$ cat src/rtl/fp_issue_pkg.sv
package fp_issue_pkg;

  typedef enum logic [1:0] {
    UNIT_INT = 2'd0,
    UNIT_ADD = 2'd1,
    UNIT_MUL = 2'd2,
    UNIT_DIV = 2'd3
  } unit_e;

  // Cycles from issue to the write-back slot for each unit class.
  function automatic int unsigned lat_of(unit_e u, int unsigned l_int, int unsigned l_add,
                                         int unsigned l_mul, int unsigned l_div);
    case (u)
      UNIT_INT: lat_of = l_int;
      UNIT_ADD: lat_of = l_add;
      UNIT_MUL: lat_of = l_mul;
      default:  lat_of = l_div;
    endcase
  endfunction

  function automatic int unsigned max_of4(int unsigned a, int unsigned b, int unsigned c,
                                          int unsigned d);
    int unsigned m;
    m = a;
    if (b > m) m = b;
    if (c > m) m = c;
    if (d > m) m = d;
    max_of4 = m;
  endfunction

endpackage

$ cat src/rtl/wb_slot_tracker.sv
// Reservation vector for the write port plus the destination booked in each slot.
// Slot k describes the write-back that happens k cycles after the current one.
module wb_slot_tracker #(
  parameter int unsigned REG_W   = 5,
  parameter int unsigned HORIZON = 25,
  localparam int unsigned IDX_W  = $clog2(HORIZON + 1)
) (
  input  logic                            clk,
  input  logic                            rst_n,
  input  logic                            book,
  input  logic [IDX_W-1:0]                book_lat,
  input  logic [REG_W-1:0]                book_dst,
  output logic [HORIZON-1:0]              slot_busy,
  output logic [HORIZON-1:0][REG_W-1:0]   slot_dst
);

  for (genvar k = 0; k < HORIZON; k++) begin : g_slot
    logic             busy_q;
    logic [REG_W-1:0] dst_q;
    logic             take;
    logic             busy_in;
    logic [REG_W-1:0] dst_in;

    // Booking with latency k+1 lands in slot k after this edge's shift.
    assign take = book && (book_lat == IDX_W'(k + 1));

    if (k == HORIZON - 1) begin : g_top
      assign busy_in = 1'b0;
      assign dst_in  = '0;
    end else begin : g_mid
      assign busy_in = slot_busy[k+1];
      assign dst_in  = slot_dst[k+1];
    end

    always_ff @(posedge clk) begin
      if (!rst_n) begin
        busy_q <= 1'b0;
        dst_q  <= '0;
      end else if (take) begin
        busy_q <= 1'b1;
        dst_q  <= book_dst;
      end else begin
        busy_q <= busy_in;
        dst_q  <= busy_in ? dst_in : '0;
      end
    end

    assign slot_busy[k] = busy_q;
    assign slot_dst[k]  = dst_q;
  end

endmodule

$ cat src/rtl/div_occupancy.sv
// Counts down the initiation interval of the unpipelined divider.
module div_occupancy #(
  parameter int unsigned DIV_II = 25,
  localparam int unsigned CNT_W = $clog2(DIV_II + 1)
) (
  input  logic clk,
  input  logic rst_n,
  input  logic start,
  output logic busy
);

  logic [CNT_W-1:0] left_q;

  always_ff @(posedge clk) begin
    if (!rst_n)              left_q <= '0;
    else if (start)          left_q <= CNT_W'(DIV_II - 1);
    else if (left_q != '0)   left_q <= left_q - 1'b1;
  end

  assign busy = (left_q != '0);

endmodule

$ cat src/rtl/hazard_scan.sv
// Compares the candidate registers against every destination still ahead of write-back.
module hazard_scan #(
  parameter int unsigned REG_W   = 5,
  parameter int unsigned HORIZON = 25
) (
  input  logic [HORIZON-1:0]            slot_busy,
  input  logic [HORIZON-1:0][REG_W-1:0] slot_dst,
  input  logic [REG_W-1:0]              dst,
  input  logic [REG_W-1:0]              src_a,
  input  logic [REG_W-1:0]              src_b,
  output logic                          raw_hit,
  output logic                          waw_hit
);

  logic [HORIZON-1:0] raw_v;
  logic [HORIZON-1:0] waw_v;

  // Slot 0 writes this cycle: its value is bypassed and its order is already safe.
  assign raw_v[0] = 1'b0;
  assign waw_v[0] = 1'b0;

  for (genvar k = 1; k < HORIZON; k++) begin : g_cmp
    assign raw_v[k] = slot_busy[k] && ((slot_dst[k] == src_a) || (slot_dst[k] == src_b));
    assign waw_v[k] = slot_busy[k] && (slot_dst[k] == dst);
  end

  assign raw_hit = |raw_v;
  assign waw_hit = |waw_v;

endmodule

$ cat src/rtl/fp_issue_gate.sv
module fp_issue_gate
  import fp_issue_pkg::*;
#(
  parameter int unsigned REG_W   = 5,
  parameter int unsigned LAT_INT = 1,
  parameter int unsigned LAT_ADD = 4,
  parameter int unsigned LAT_MUL = 7,
  parameter int unsigned LAT_DIV = 24,
  localparam int unsigned DIV_II  = LAT_DIV + 1,
  localparam int unsigned HORIZON = max_of4(LAT_INT, LAT_ADD, LAT_MUL, LAT_DIV) + 1,
  localparam int unsigned IDX_W   = $clog2(HORIZON + 1)
) (
  input  logic             clk,
  input  logic             rst_n,
  input  logic             cand_valid,
  input  logic [1:0]       cand_unit,
  input  logic [REG_W-1:0] cand_dst,
  input  logic [REG_W-1:0] cand_src_a,
  input  logic [REG_W-1:0] cand_src_b,
  output logic             issue,
  output logic             stall,
  output logic             start_int,
  output logic             start_add,
  output logic             start_mul,
  output logic             start_div,
  output logic             wb_valid,
  output logic [REG_W-1:0] wb_dst
);

  unit_e                          unit;
  logic [IDX_W-1:0]               cand_lat;
  logic [HORIZON-1:0]             slot_busy;
  logic [HORIZON-1:0][REG_W-1:0]  slot_dst;
  logic                           div_busy;

  // Named hazard events, observed by the bound checker.
  logic haz_div;
  logic haz_port;
  logic haz_raw;
  logic haz_waw;
  logic haz_any;

  assign unit     = unit_e'(cand_unit);
  assign cand_lat = IDX_W'(lat_of(unit, LAT_INT, LAT_ADD, LAT_MUL, LAT_DIV));

  wb_slot_tracker #(.REG_W(REG_W), .HORIZON(HORIZON)) u_slots (
    .clk       (clk),
    .rst_n     (rst_n),
    .book      (issue),
    .book_lat  (cand_lat),
    .book_dst  (cand_dst),
    .slot_busy (slot_busy),
    .slot_dst  (slot_dst)
  );

  div_occupancy #(.DIV_II(DIV_II)) u_div (
    .clk   (clk),
    .rst_n (rst_n),
    .start (start_div),
    .busy  (div_busy)
  );

  hazard_scan #(.REG_W(REG_W), .HORIZON(HORIZON)) u_scan (
    .slot_busy (slot_busy),
    .slot_dst  (slot_dst),
    .dst       (cand_dst),
    .src_a     (cand_src_a),
    .src_b     (cand_src_b),
    .raw_hit   (haz_raw),
    .waw_hit   (haz_waw)
  );

  assign haz_div  = (unit == UNIT_DIV) && div_busy;
  assign haz_port = slot_busy[cand_lat];
  assign haz_any  = haz_div || haz_port || haz_raw || haz_waw;

  assign issue     = cand_valid && !haz_any;
  assign stall     = cand_valid && haz_any;
  assign start_int = issue && (unit == UNIT_INT);
  assign start_add = issue && (unit == UNIT_ADD);
  assign start_mul = issue && (unit == UNIT_MUL);
  assign start_div = issue && (unit == UNIT_DIV);

  assign wb_valid = slot_busy[0];
  assign wb_dst   = slot_dst[0];

endmodule

$ cat config.mk
export PLATFORM = sky130hd
export DESIGN_NAME = fp_issue_gate
export DESIGN_NICKNAME = d
export VERILOG_FILES = /design/src/rtl/fp_issue_pkg.sv /design/src/rtl/wb_slot_tracker.sv /design/src/rtl/div_occupancy.sv /design/src/rtl/hazard_scan.sv /design/src/rtl/fp_issue_gate.sv
export SDC_FILE = /design/constraint.sdc
export NUM_CORES = 1
export LEC_CHECK = 0
export ABC_CLOCK_PERIOD_IN_PS = 6200
export CAP_MARGIN = 20
export CORE_MARGIN = 4
export CORE_UTILIZATION = 65
export CTS_CLUSTER_SIZE = 14
export DETAILED_ROUTE_END_ITERATION = 10
export PLACE_DENSITY = 0.84
export SYNTH_ARGS = -nofsm -noshare
export SYNTH_HDL_FRONTEND = slang
export SYNTH_SLANG_ARGS = --single-unit
$ cat constraint.sdc
create_clock -name clk -period 6.2 [get_ports clk]
set_input_delay 1.55 -clock clk [delete_from_list [all_inputs] [get_ports clk]]
set_output_delay 1.55 -clock clk [all_outputs]
set_load 0.05 [all_outputs]
==> Word-level counts from Yosys, hierarchy flattened <==
Cells that the tools add are included.
{ "word_totals": {"output_inout_bits": 12, "reg_bits": 155} }
{ "classes": {"add_sub_neg": 1, "n_mux": 78, "n_bitwise": 1, "eq_ne": 100, "n_reduce_logical": 115, "magnitude_cmp": 1} }
{ "op_table": {"columns": ["op", "n"], "rows": [
  ["$eq A5 B5 Y1", 72],
  ["$mux W5", 50],
  ["$logic_and A1 B1 Y1", 80],
  ["$eq A5 B5 Y1 const B", 10],
  ["$reduce_or A24 Y1", 2],
  ["$eq A5 B4 Y1 const B", 8],
  ["$logic_or A1 B1 Y1", 27],
  ["$mux W1", 26],
  ["$eq A5 B3 Y1 const B", 4],
  ["$pmux W5 S3", 1],
  ["$eq A5 B2 Y1 const B", 2],
  ["$lt A5 B6 Y1 const B", 1],
  ["$bmux W1 S5", 1],
  ["$eq A5 B1 Y1 const B", 1],
  ["$reduce_bool A5 Y1", 1],
  ["$sub A5 B1 Y5 const B", 1],
  ["$eq A2 B2 Y1 const B", 2],
  ["$eq A2 B1 Y1 const B", 1],
  ["$logic_not A2 Y1", 1],
  ["$reduce_and A2 Y1", 1],
  ["$reduce_bool A2 Y1", 1],
  ["$reduce_or A2 Y1", 1],
  ["$logic_not A1 Y1", 1],
  ["$not A1 Y1", 1]
]} }

==> Longest topological paths before layout <==
Gate-level depths: netlist of run 1.
{ "logic_depth": {"ltp_word": 11, "mapped_depth": 12} }

==> Hierarchy <==
Synthesis of run 1 repeated with hierarchy kept, for this count alone.
{ "unflattened": {"cells_unflattened": 1174, "area_unflattened_um2": 10684.0} }
{ "modules_own_cells": {"columns": ["mod", "seq_area_each_um2", "n_inst", "cells_each", "area_per_inst_um2"], "rows": [
  ["wb_slot_tracker", 3002.9, 1, 542, 5731.7],
  ["hazard_scan", 0.0, 1, 579, 4479.3],
  ["div_occupancy", 100.1, 1, 26, 245.2],
  ["fp_issue_gate", 0.0, 1, 27, 227.7]
]} }

==> Worst setup path after synthesis of run 1 <==
No wires, ideal clock.
{ "synth_path": {"path_kind": "input port to output port", "startpoint": "in cand_src_b[2]", "endpoint": "out start_add", "n_path_buf": 3, "t_arrival_ns": 4.248, "cell_stages": 11, "slack_ns": 0.402, "required_ns": 4.650, "path_cell_list": "buf_4 -> buf_12 -> xor2_1 -> nor4_1 -> nand3_1 -> nand4_1 -> or4_4 -> nor4_4 -> buf_6 -> nand3_1 -> nor2_1"} }
{ "synth_via": {"elab_chain_len": 9, "word_cells_on_any_way": 78, "cone_classes": "24 x eq/ne; 54 x reduce/logical"} }
{ "synth_lines": {"columns": ["element", "line_no", "source"], "rows": [
  ["from (decl)", "fp_issue_gate.sv:19", "input logic [REG_W-1:0] cand_src_b,"],
  ["$eq A5 B5 Y1", "hazard_scan.sv:23", "assign raw_v[k] = slot_busy[k] && ((slot_dst[k] == src_a) || (slot_dst[k] == src_b));"],
  ["$logic_or A1 B1 Y1", "hazard_scan.sv:23", null],
  ["$logic_and A1 B1 Y1", "hazard_scan.sv:23", null],
  ["$reduce_or A24 Y1 *", "hazard_scan.sv:27", "assign raw_hit = |raw_v;"],
  ["$logic_or A1 B1 Y1 * (2 in series)", "fp_issue_gate.sv:75", "assign haz_any = haz_div || haz_port || haz_raw || haz_waw;"],
  ["$logic_not A1 Y1 *", "fp_issue_gate.sv:77", "assign issue = cand_valid && !haz_any;"],
  ["$logic_and A1 B1 Y1 *", "fp_issue_gate.sv:77", null],
  ["$logic_and A1 B1 Y1 *", "fp_issue_gate.sv:80", "assign start_add = issue && (unit == UNIT_ADD);"],
  ["to (decl)", "fp_issue_gate.sv:23", "output logic start_add,"]
]} }
Mark *: on every way between the ends. The rest lies on a longest branch, timed or not.

==> Worst setup path after layout of run 1 <==
{ "layout_path": {"startpoint": "in cand_unit[1]", "endpoint": "out start_div"} }
{ "layout_via": {"elab_chain_len": 10, "word_cells_on_any_way": 14, "cone_classes": "3 x eq/ne; 3 x mux; 8 x reduce/logical"} }
{ "layout_lines": {"columns": ["element", "line_no", "source"], "rows": [
  ["from (decl)", "fp_issue_gate.sv:16", "input logic [1:0] cand_unit,"],
  ["$eq A2 B2 Y1, or another cell as far along", "fp_issue_pkg.sv:13", "case (u)"],
  ["$pmux W5 S3", "fp_issue_pkg.sv:13", null],
  ["$bmux W1 S5", "fp_issue_gate.sv:74", "assign haz_port = slot_busy[cand_lat];"],
  ["$mux W1 (not written as such)", "fp_issue_gate.sv:74", null],
  ["$logic_or A1 B1 Y1 (3 in series)", "fp_issue_gate.sv:75", null],
  ["$logic_not A1 Y1", "fp_issue_gate.sv:77", null],
  ["$logic_and A1 B1 Y1", "fp_issue_gate.sv:77", null],
  ["$logic_and A1 B1 Y1 *", "fp_issue_gate.sv:82", "assign start_div = issue && (unit == UNIT_DIV);"],
  ["to (decl)", "fp_issue_gate.sv:25", "output logic start_div,"]
]} }
Mark *: on every way between the ends. The rest lies on a longest branch, timed or not. The select of a mux whose other input is x is not followed.

==> results.md, run 1 <==
* Run status: finished clean
* Number of clock sinks seen by CTS at 155
* Overflow left after global routing at 0
* Crit path largest cell delay at 570 ps
* Net total in the final layout at 1073
* Post-CTS Setup Bufs at 0
* Synthesized instance count at 1050
* Post-layout total power at 2.42 mW
* P per Cell Area at 228 nW/um^2
* Syn_nets at 1079
* Share of layout cells above drive strength 1 at 7.77%
* Routed wire length at 26000 um
* Total standard cell area after synthesis at 9720 um^2
* Cell Chain, Critical Path: clkdlybuf4s50_1 > inv_1 > ha_1 > nand4b_1 > nand4_1 > or4_4 > nor4_4 > buf_4 > nand2_4 > inv_2 > buf_12
* Routed Antenna Nets at 0
* Number of core rows at 44
* Start point of the critical path: cand_unit[1]
* Final HPWL from detailed placement at 16500 um
* Final weighted congestion in routability-driven placement at 0.921
* Top Ports at 32
* Leak pwr at 4.90 nW
* H-tree depth reported by CTS at 4
* Worst slew pin tran at 749 ps
* Overall die height at 130 um
* Hold depth at 2
* Post-CTS resize count at 0
* Number of pins exceeding their max-slew limit in the final report at 0
* Worst Path Required at 4650 ps
* Signed area change from the synthesized netlist to the final layout at 9.39%
* Critical path endpoint category: output port
* Width of the die at 130 um
* Dpl ws at 201 ps
* Commonest register cell after synthesis: sky130_fd_sc_hd__dfxtp_1
* Initial Utilization at 66.6%
* Global-route wire length before repair at 40500 um
* Count of endpoints failing setup in the final report at 0
* Area of the core at 14600 um^2
* CTS buffer count at 17
* Crit Path Max Fanout at 16
* Rel. slew slack at 50.1%
* Clock tree buffer depth at 2
* Setup total negative slack at 0 ps
* Worst voltage drop across the vdd grid at 0.267 mV
* Die Area at 17000 um^2
* Depth of the worst register-to-register path at 9
* Time the worst path needs with I/O delays and setup at 6070 ps
* End point of the worst hold path: u_div.left_q[4]
* Beginning of the worst hold path: u_div.left_q[4]
* Final period util at 97.9%
* Launching point of the worst reg2reg path: u_slots.g_slot[20].dst_in[4]
* Number of detailed-route iterations in the first pass at 6
* Family with the most delay on the worst path: simple AND/OR/NAND/NOR gates
* Async S/R FF share, synth at 0%
* Flip-flop and latch count after synthesis at 155
* Netlist cell types at 41
* Post-CTS Hold Buffers at 0
* Ant diodes at 0
* Type of the setup path with the least slack: input pin to output port
* Max capacitance violation total at 0
* Most common cell after layout, fill and taps aside: sky130_fd_sc_hd__xor2_1
* Worst Setup Slack, final at 129 ps
* EDFF count, synth at 0
* # port buffers at 31
* Initial drt markers at 995
* Synth top area share at 31.9%
* Clock tree from TritonCTS: done
* Post-CTS clock slew at the launch and capture registers of the worst setup and hold paths at 60 ps
* Cells taking the most area after synthesis: sky130_fd_sc_hd__dfxtp_1 32%, sky130_fd_sc_hd__xor2_1 23%, sky130_fd_sc_hd__xnor2_1 9.7%, sky130_fd_sc_hd__nand3_1 5.8%, sky130_fd_sc_hd__and3_1 5.3%
* Via count of the first global-routing pass at 7536
* Share of synthesized area occupied by flip-flops and latches at 31.9%
* Arrival time reported for the critical path endpoint at 4520 ps
* Ys Warns at 0
* Hold/Removal Path Class: flop to flop
* Endpoint of the worst register-to-register path: u_slots.g_slot[0].dst_q[1]
* Vias per cell at 6.32
* Number of remaining DRC errors at 0
* Largest net degree at the start of global routing at 93
* Startpoint types: input pin
* Most used cells in the layout excluding fill and tap cells: 253 x sky130_fd_sc_hd__xor2_1, 155 x sky130_fd_sc_hd__dfxtp_1, 112 x sky130_fd_sc_hd__nand3_1
* Number of filler cells placed in the layout at 1028
* Library cell with the largest summed area after synthesis: sky130_fd_sc_hd__dfxtp_1
* Count of buffer and inverter cells on the critical path at 5
* Number of antenna violations at the first check in global routing at 1
* Latest clock arrival within the worst-skew pair at 430 ps
* Global routing usage summed across all routing layers at 31.0%
* Unrepaired setup endpoints after global routing: false
* Fin. Hold Viols at 0
* Syn_area_per_cell at 9.25 um^2
* Maximum frequency from static timing analysis at 0.165 GHz
* Setup slack, reg-to-reg at 3370 ps
* CTS root buf: sky130_fd_sc_hd__clkbuf_16
* Average wire length per cell after detail routing at 20.9 um
* Via count at 7838
* Slowest cell on the critical path: sky130_fd_sc_hd__clkdlybuf4s50_1
* Worst-case clock skew at 9.31 ps
==> metrics by stage <==
step	cell area (um^2)	instances	utilization [%]	hold slack, ps
2_1_floorplan	9720	1050	-	435
3_3_place_gp	10100	1209	68.9	443
3_5_place_dp	10100	1209	68.9	473
4_1_cts	10600	1240	72.8	481
5_1_grt	10600	1240	72.8	529
6_report	10600	1240	72.8	476
==> kinds of logic after synthesis <==
kind of cell,count (synthesis),share of synthesized area [%]
adders and majority gates,9,1.16
xor gates and xnor gates,361,32.5
and+or+nand+nor,359,21.6
DFF,155,31.9
AOI/OAI and AO/OA,27,1.61
muxes,43,4.57
buffers and inverters,96,6.61
==> how the worst max path moves through the flow <==
stage / to / slack, ps / depth (start not counted)
finish: start_div / 130 / 11
detailed placement: start_add / 200 / 10
global route: start_div / 10 / 11
global placement: start_mul / 230 / 10
floorplan: start_add / 400 / 11
CTS: start_add / 180 / 11
==> power by group <==
group          total [mW]  switching, mW  internal [mW]
combinational       0.397          0.235          0.162
clock               0.989          0.409          0.580
sequential           1.04         0.0230           1.02
total                2.42          0.667           1.76
==> per-layer routing <==
layer	track usage [%]	vias up	wire length (um)
met5	0	-	13
met4	13.3	2	831
met3	8.88	98	2640
met2	50.4	456	12200
met1	38.6	3734	10200
li1	-	3548	-
==> cell type report <==
type,instances,area (um^2),area share (%)
clock buffer,21,470,4.43
inverter,17,63.8,0.600
multi-input combinational,799,5980,56.3
sequential,155,3100,29.2
clock inverter,10,92.6,0.871
timing repair buffer,54,683,6.43
tap,184,230,2.17
==> worst min-delay path, cell delays in order, from the launching register on <==
cell and delay [ps]:
sky130_fd_sc_hd__dfxtp_1 310, sky130_fd_sc_hd__nand2_1 50, sky130_fd_sc_hd__a21boi_1 60
==> cells in the mapped netlist (2+ instances only) <==
cell type / number
sky130_fd_sc_hd__buf_1: 3
sky130_fd_sc_hd__xor2_1: 253
sky130_fd_sc_hd__buf_6: 16
sky130_fd_sc_hd__nand2_1: 15
sky130_fd_sc_hd__buf_4: 28
sky130_fd_sc_hd__and3_1: 82
sky130_fd_sc_hd__mux2i_1: 41
sky130_fd_sc_hd__buf_2: 5
sky130_fd_sc_hd__xnor2_1: 108
sky130_fd_sc_hd__inv_1: 16
sky130_fd_sc_hd__nand2_4: 8
sky130_fd_sc_hd__or4_1: 2
sky130_fd_sc_hd__nor3_1: 25
sky130_fd_sc_hd__dfxtp_1: 155
sky130_fd_sc_hd__nor4_1: 57
sky130_fd_sc_hd__a21oi_1: 9
sky130_fd_sc_hd__buf_8: 3
sky130_fd_sc_hd__o21ai_0: 10
sky130_fd_sc_hd__ha_1: 9
sky130_fd_sc_hd__a21boi_1: 2
sky130_fd_sc_hd__and4_1: 3
sky130_fd_sc_hd__nand3_1: 113
sky130_fd_sc_hd__nor2b_1: 8
sky130_fd_sc_hd__nand4_1: 16
sky130_fd_sc_hd__and2_1: 16
sky130_fd_sc_hd__a21boi_0: 2
sky130_fd_sc_hd__nor2_1: 9
sky130_fd_sc_hd__clkbuf_1: 23
==> flip-flops by register name, indices dropped and copies added, names as in the netlist <==
signal                  cells
u_slots.g_slot.dst_in     115
u_slots.g_slot.dst_q       10
u_div.left_q                5
u_slots.g_slot.busy_q       2
u_slots.g_slot.busy_in     23
Note: power is estimated with default switching activity, not from simulation.
==> run 2: changes to the inputs <==
- GPL_TIMING_DRIVEN: not set -> 0
==> results.md, run 2 (same netlist as run 1, synthesis figures left out) <==
* Run status: finished clean
* Share of layout cells above drive strength 1 at 10.4%
* Critical path capture point: start_div
* Critical path endpoint category: output port
* Average wire length per cell after detail routing at 24.5 um
* Signed area change from the synthesized netlist to the final layout at 11.2%
* Number of core rows at 44
* Global-route wire length before repair at 47800 um
* Rel. slew slack at 41.3%
* Final core occ at 74.0%
* Startpoint types: input pin
* Via count of the first global-routing pass at 8141
* Arrival time reported for the critical path endpoint at 4480 ps
* Post-CTS Hold Buffers at 0
* Maximum frequency from static timing analysis at 0.166 GHz
* Cell Chain, Critical Path: clkdlybuf4s15_1 > inv_1 > ha_1 > nor2_2 > mux2_2 > o21ai_0 > a21boi_2 > o2111ai_2 > nor3_2 > buf_4 > nand2_4 > buf_2 > inv_2 > clkbuf_4
* Top Ports at 32
* Number of antenna violations at the first check in global routing at 0
* Fin. Hold Viols at 0
* Post-layout total power at 2.63 mW
* Dpl ws at -1080 ps
* Most used cells in the layout excluding fill and tap cells: 253 x sky130_fd_sc_hd__xor2_1, 155 x sky130_fd_sc_hd__dfxtp_1, 113 x sky130_fd_sc_hd__nand3_1
* Type of the setup path with the least slack: input pin to output port
* Number of detailed-route iterations in the first pass at 6
* Depth of the worst register-to-register path at 12
* Final HPWL from detailed placement at 20900 um
* Final weighted congestion in routability-driven placement at 1.02
* CTS buffer count at 17
* Setup slack, reg-to-reg at 3280 ps
* Final period util at 97.3%
* Initial Utilization at 66.6%
* Post-CTS clock slew at the launch and capture registers of the worst setup and hold paths at 60 ps
* Leak pwr at 5.05 nW
* Launching point of the worst reg2reg path: u_div.left_q[0]
* Area of the core at 14600 um^2
* Start point of the critical path: cand_unit[0]
* Crit path largest cell delay at 390 ps
* Number of remaining DRC errors at 0
* Count of endpoints failing setup in the final report at 0
* Clock tree from TritonCTS: done
* Worst Path Required at 4650 ps
* Worst voltage drop across the vdd grid at 0.257 mV
* Most common cell after layout, fill and taps aside: sky130_fd_sc_hd__xor2_1
* Clock tree buffer depth at 2
* Largest net degree at the start of global routing at 17
* Vias per cell at 6.56
* Hold/Removal Path Class: flop to flop
* Global routing usage summed across all routing layers at 37.9%
* Time the worst path needs with I/O delays and setup at 6030 ps
* Overall die height at 130 um
* Crit Path Max Fanout at 10
* Ant diodes at 0
* Number of pins exceeding their max-slew limit in the final report at 0
* Worst Setup Slack, final at 166 ps
* Max capacitance violation total at 0
* Unrepaired setup endpoints after global routing: false
* Die Area at 17000 um^2
* # port buffers at 14
* Number of filler cells placed in the layout at 1048
* Endpoint of the worst register-to-register path: u_slots.g_slot[22].dst_in[3]
* H-tree depth reported by CTS at 4
* Routed Antenna Nets at 0
* Number of flip-flops under the largest register name at 115
* Number of clock sinks seen by CTS at 155
* Width of the die at 130 um
* Worst-case clock skew at 11.4 ps
* Initial drt markers at 1372
* Slowest cell on the critical path: sky130_fd_sc_hd__clkdlybuf4s15_1
* Net total in the final layout at 1118
* Latest clock arrival within the worst-skew pair at 450 ps
* Via count at 8433
* P per Cell Area at 244 nW/um^2
* Worst slew pin tran at 881 ps
* CTS root buf: sky130_fd_sc_hd__clkbuf_16
* Overflow left after global routing at 0
* Routed wire length at 31600 um
[run 2: how the worst min path moves through the flow]
stage                               start               to  slack [ps]  cells past startpoint
final                     u_div.left_q[4]  u_div.left_q[4]         460                      2
after global routing      u_div.left_q[4]  u_div.left_q[4]         490                      2
after CTS                 u_div.left_q[4]  u_div.left_q[4]         460                      2
after detailed placement  u_div.left_q[4]  u_div.left_q[4]         450                      2
after global placement    u_div.left_q[4]  u_div.left_q[4]         450                      2
after floorplan           u_div.left_q[4]  u_div.left_q[4]         440                      2
[run 2: metrics by stage]
stage	hold slack, ps	area, um^2	instances	TNS, ps
after floorplan	435	9720	1050	0
after global placement	447	10100	1248	-5950
after detailed placement	454	10100	1248	-6090
after CTS	462	10800	1286	0
after global routing	486	10800	1286	0
final	457	10800	1286	0
[run 2: layout make-up]
class	count	area, um^2	area share, %
Clock inverter	13	213	1.97
Multi-Input combinational cell	799	5990	55.4
Timing Repair Buffer	20	171	1.59
Clock buffer	19	453	4.19
Tap cell	184	230	2.13
Inverter	17	63.8	0.591
Buffer	79	582	5.39
Sequential cell	155	3100	28.7
[run 2: repair_timing]
item,4_1_cts,5_1_grt
resized for setup,26,14
endpoints found under the hold margin,0,0
setup endpoints to repair,6,6
pin swaps,3,0
buffers inserted,6,0
[run 2: worst max-delay path, delay by kind of cell]
kind,cells,cell delay [ps]
buffers and inverters,6,1230
AO/OA/AOI/OAI,3,620
AND/OR/NAND/NOR,3,460
multiplexers,1,350
adder cells (fa/ha/maj),1,250
[run 2: report_power, final]
| part | internal, mW | switching, mW |
|---|---|---|
| combinational | 0.156 | 0.260 |
| sequential | 1.02 | 0.0176 |
| clock | 0.739 | 0.443 |
| total | 1.91 | 0.721 |
[run 2: metal layers]
| layer | track usage [%] | vias to the layer above | share of wire [%] |
|---|---|---|---|
| li1 | - | 3636 | - |
| met1 | 48.2 | 3989 | 37 |
| met2 | 56.4 | 633 | 44 |
| met3 | 10.8 | 173 | 12 |
| met4 | 23.7 | 2 | 7.0 |
| met5 | 0 | - | 0.073 |
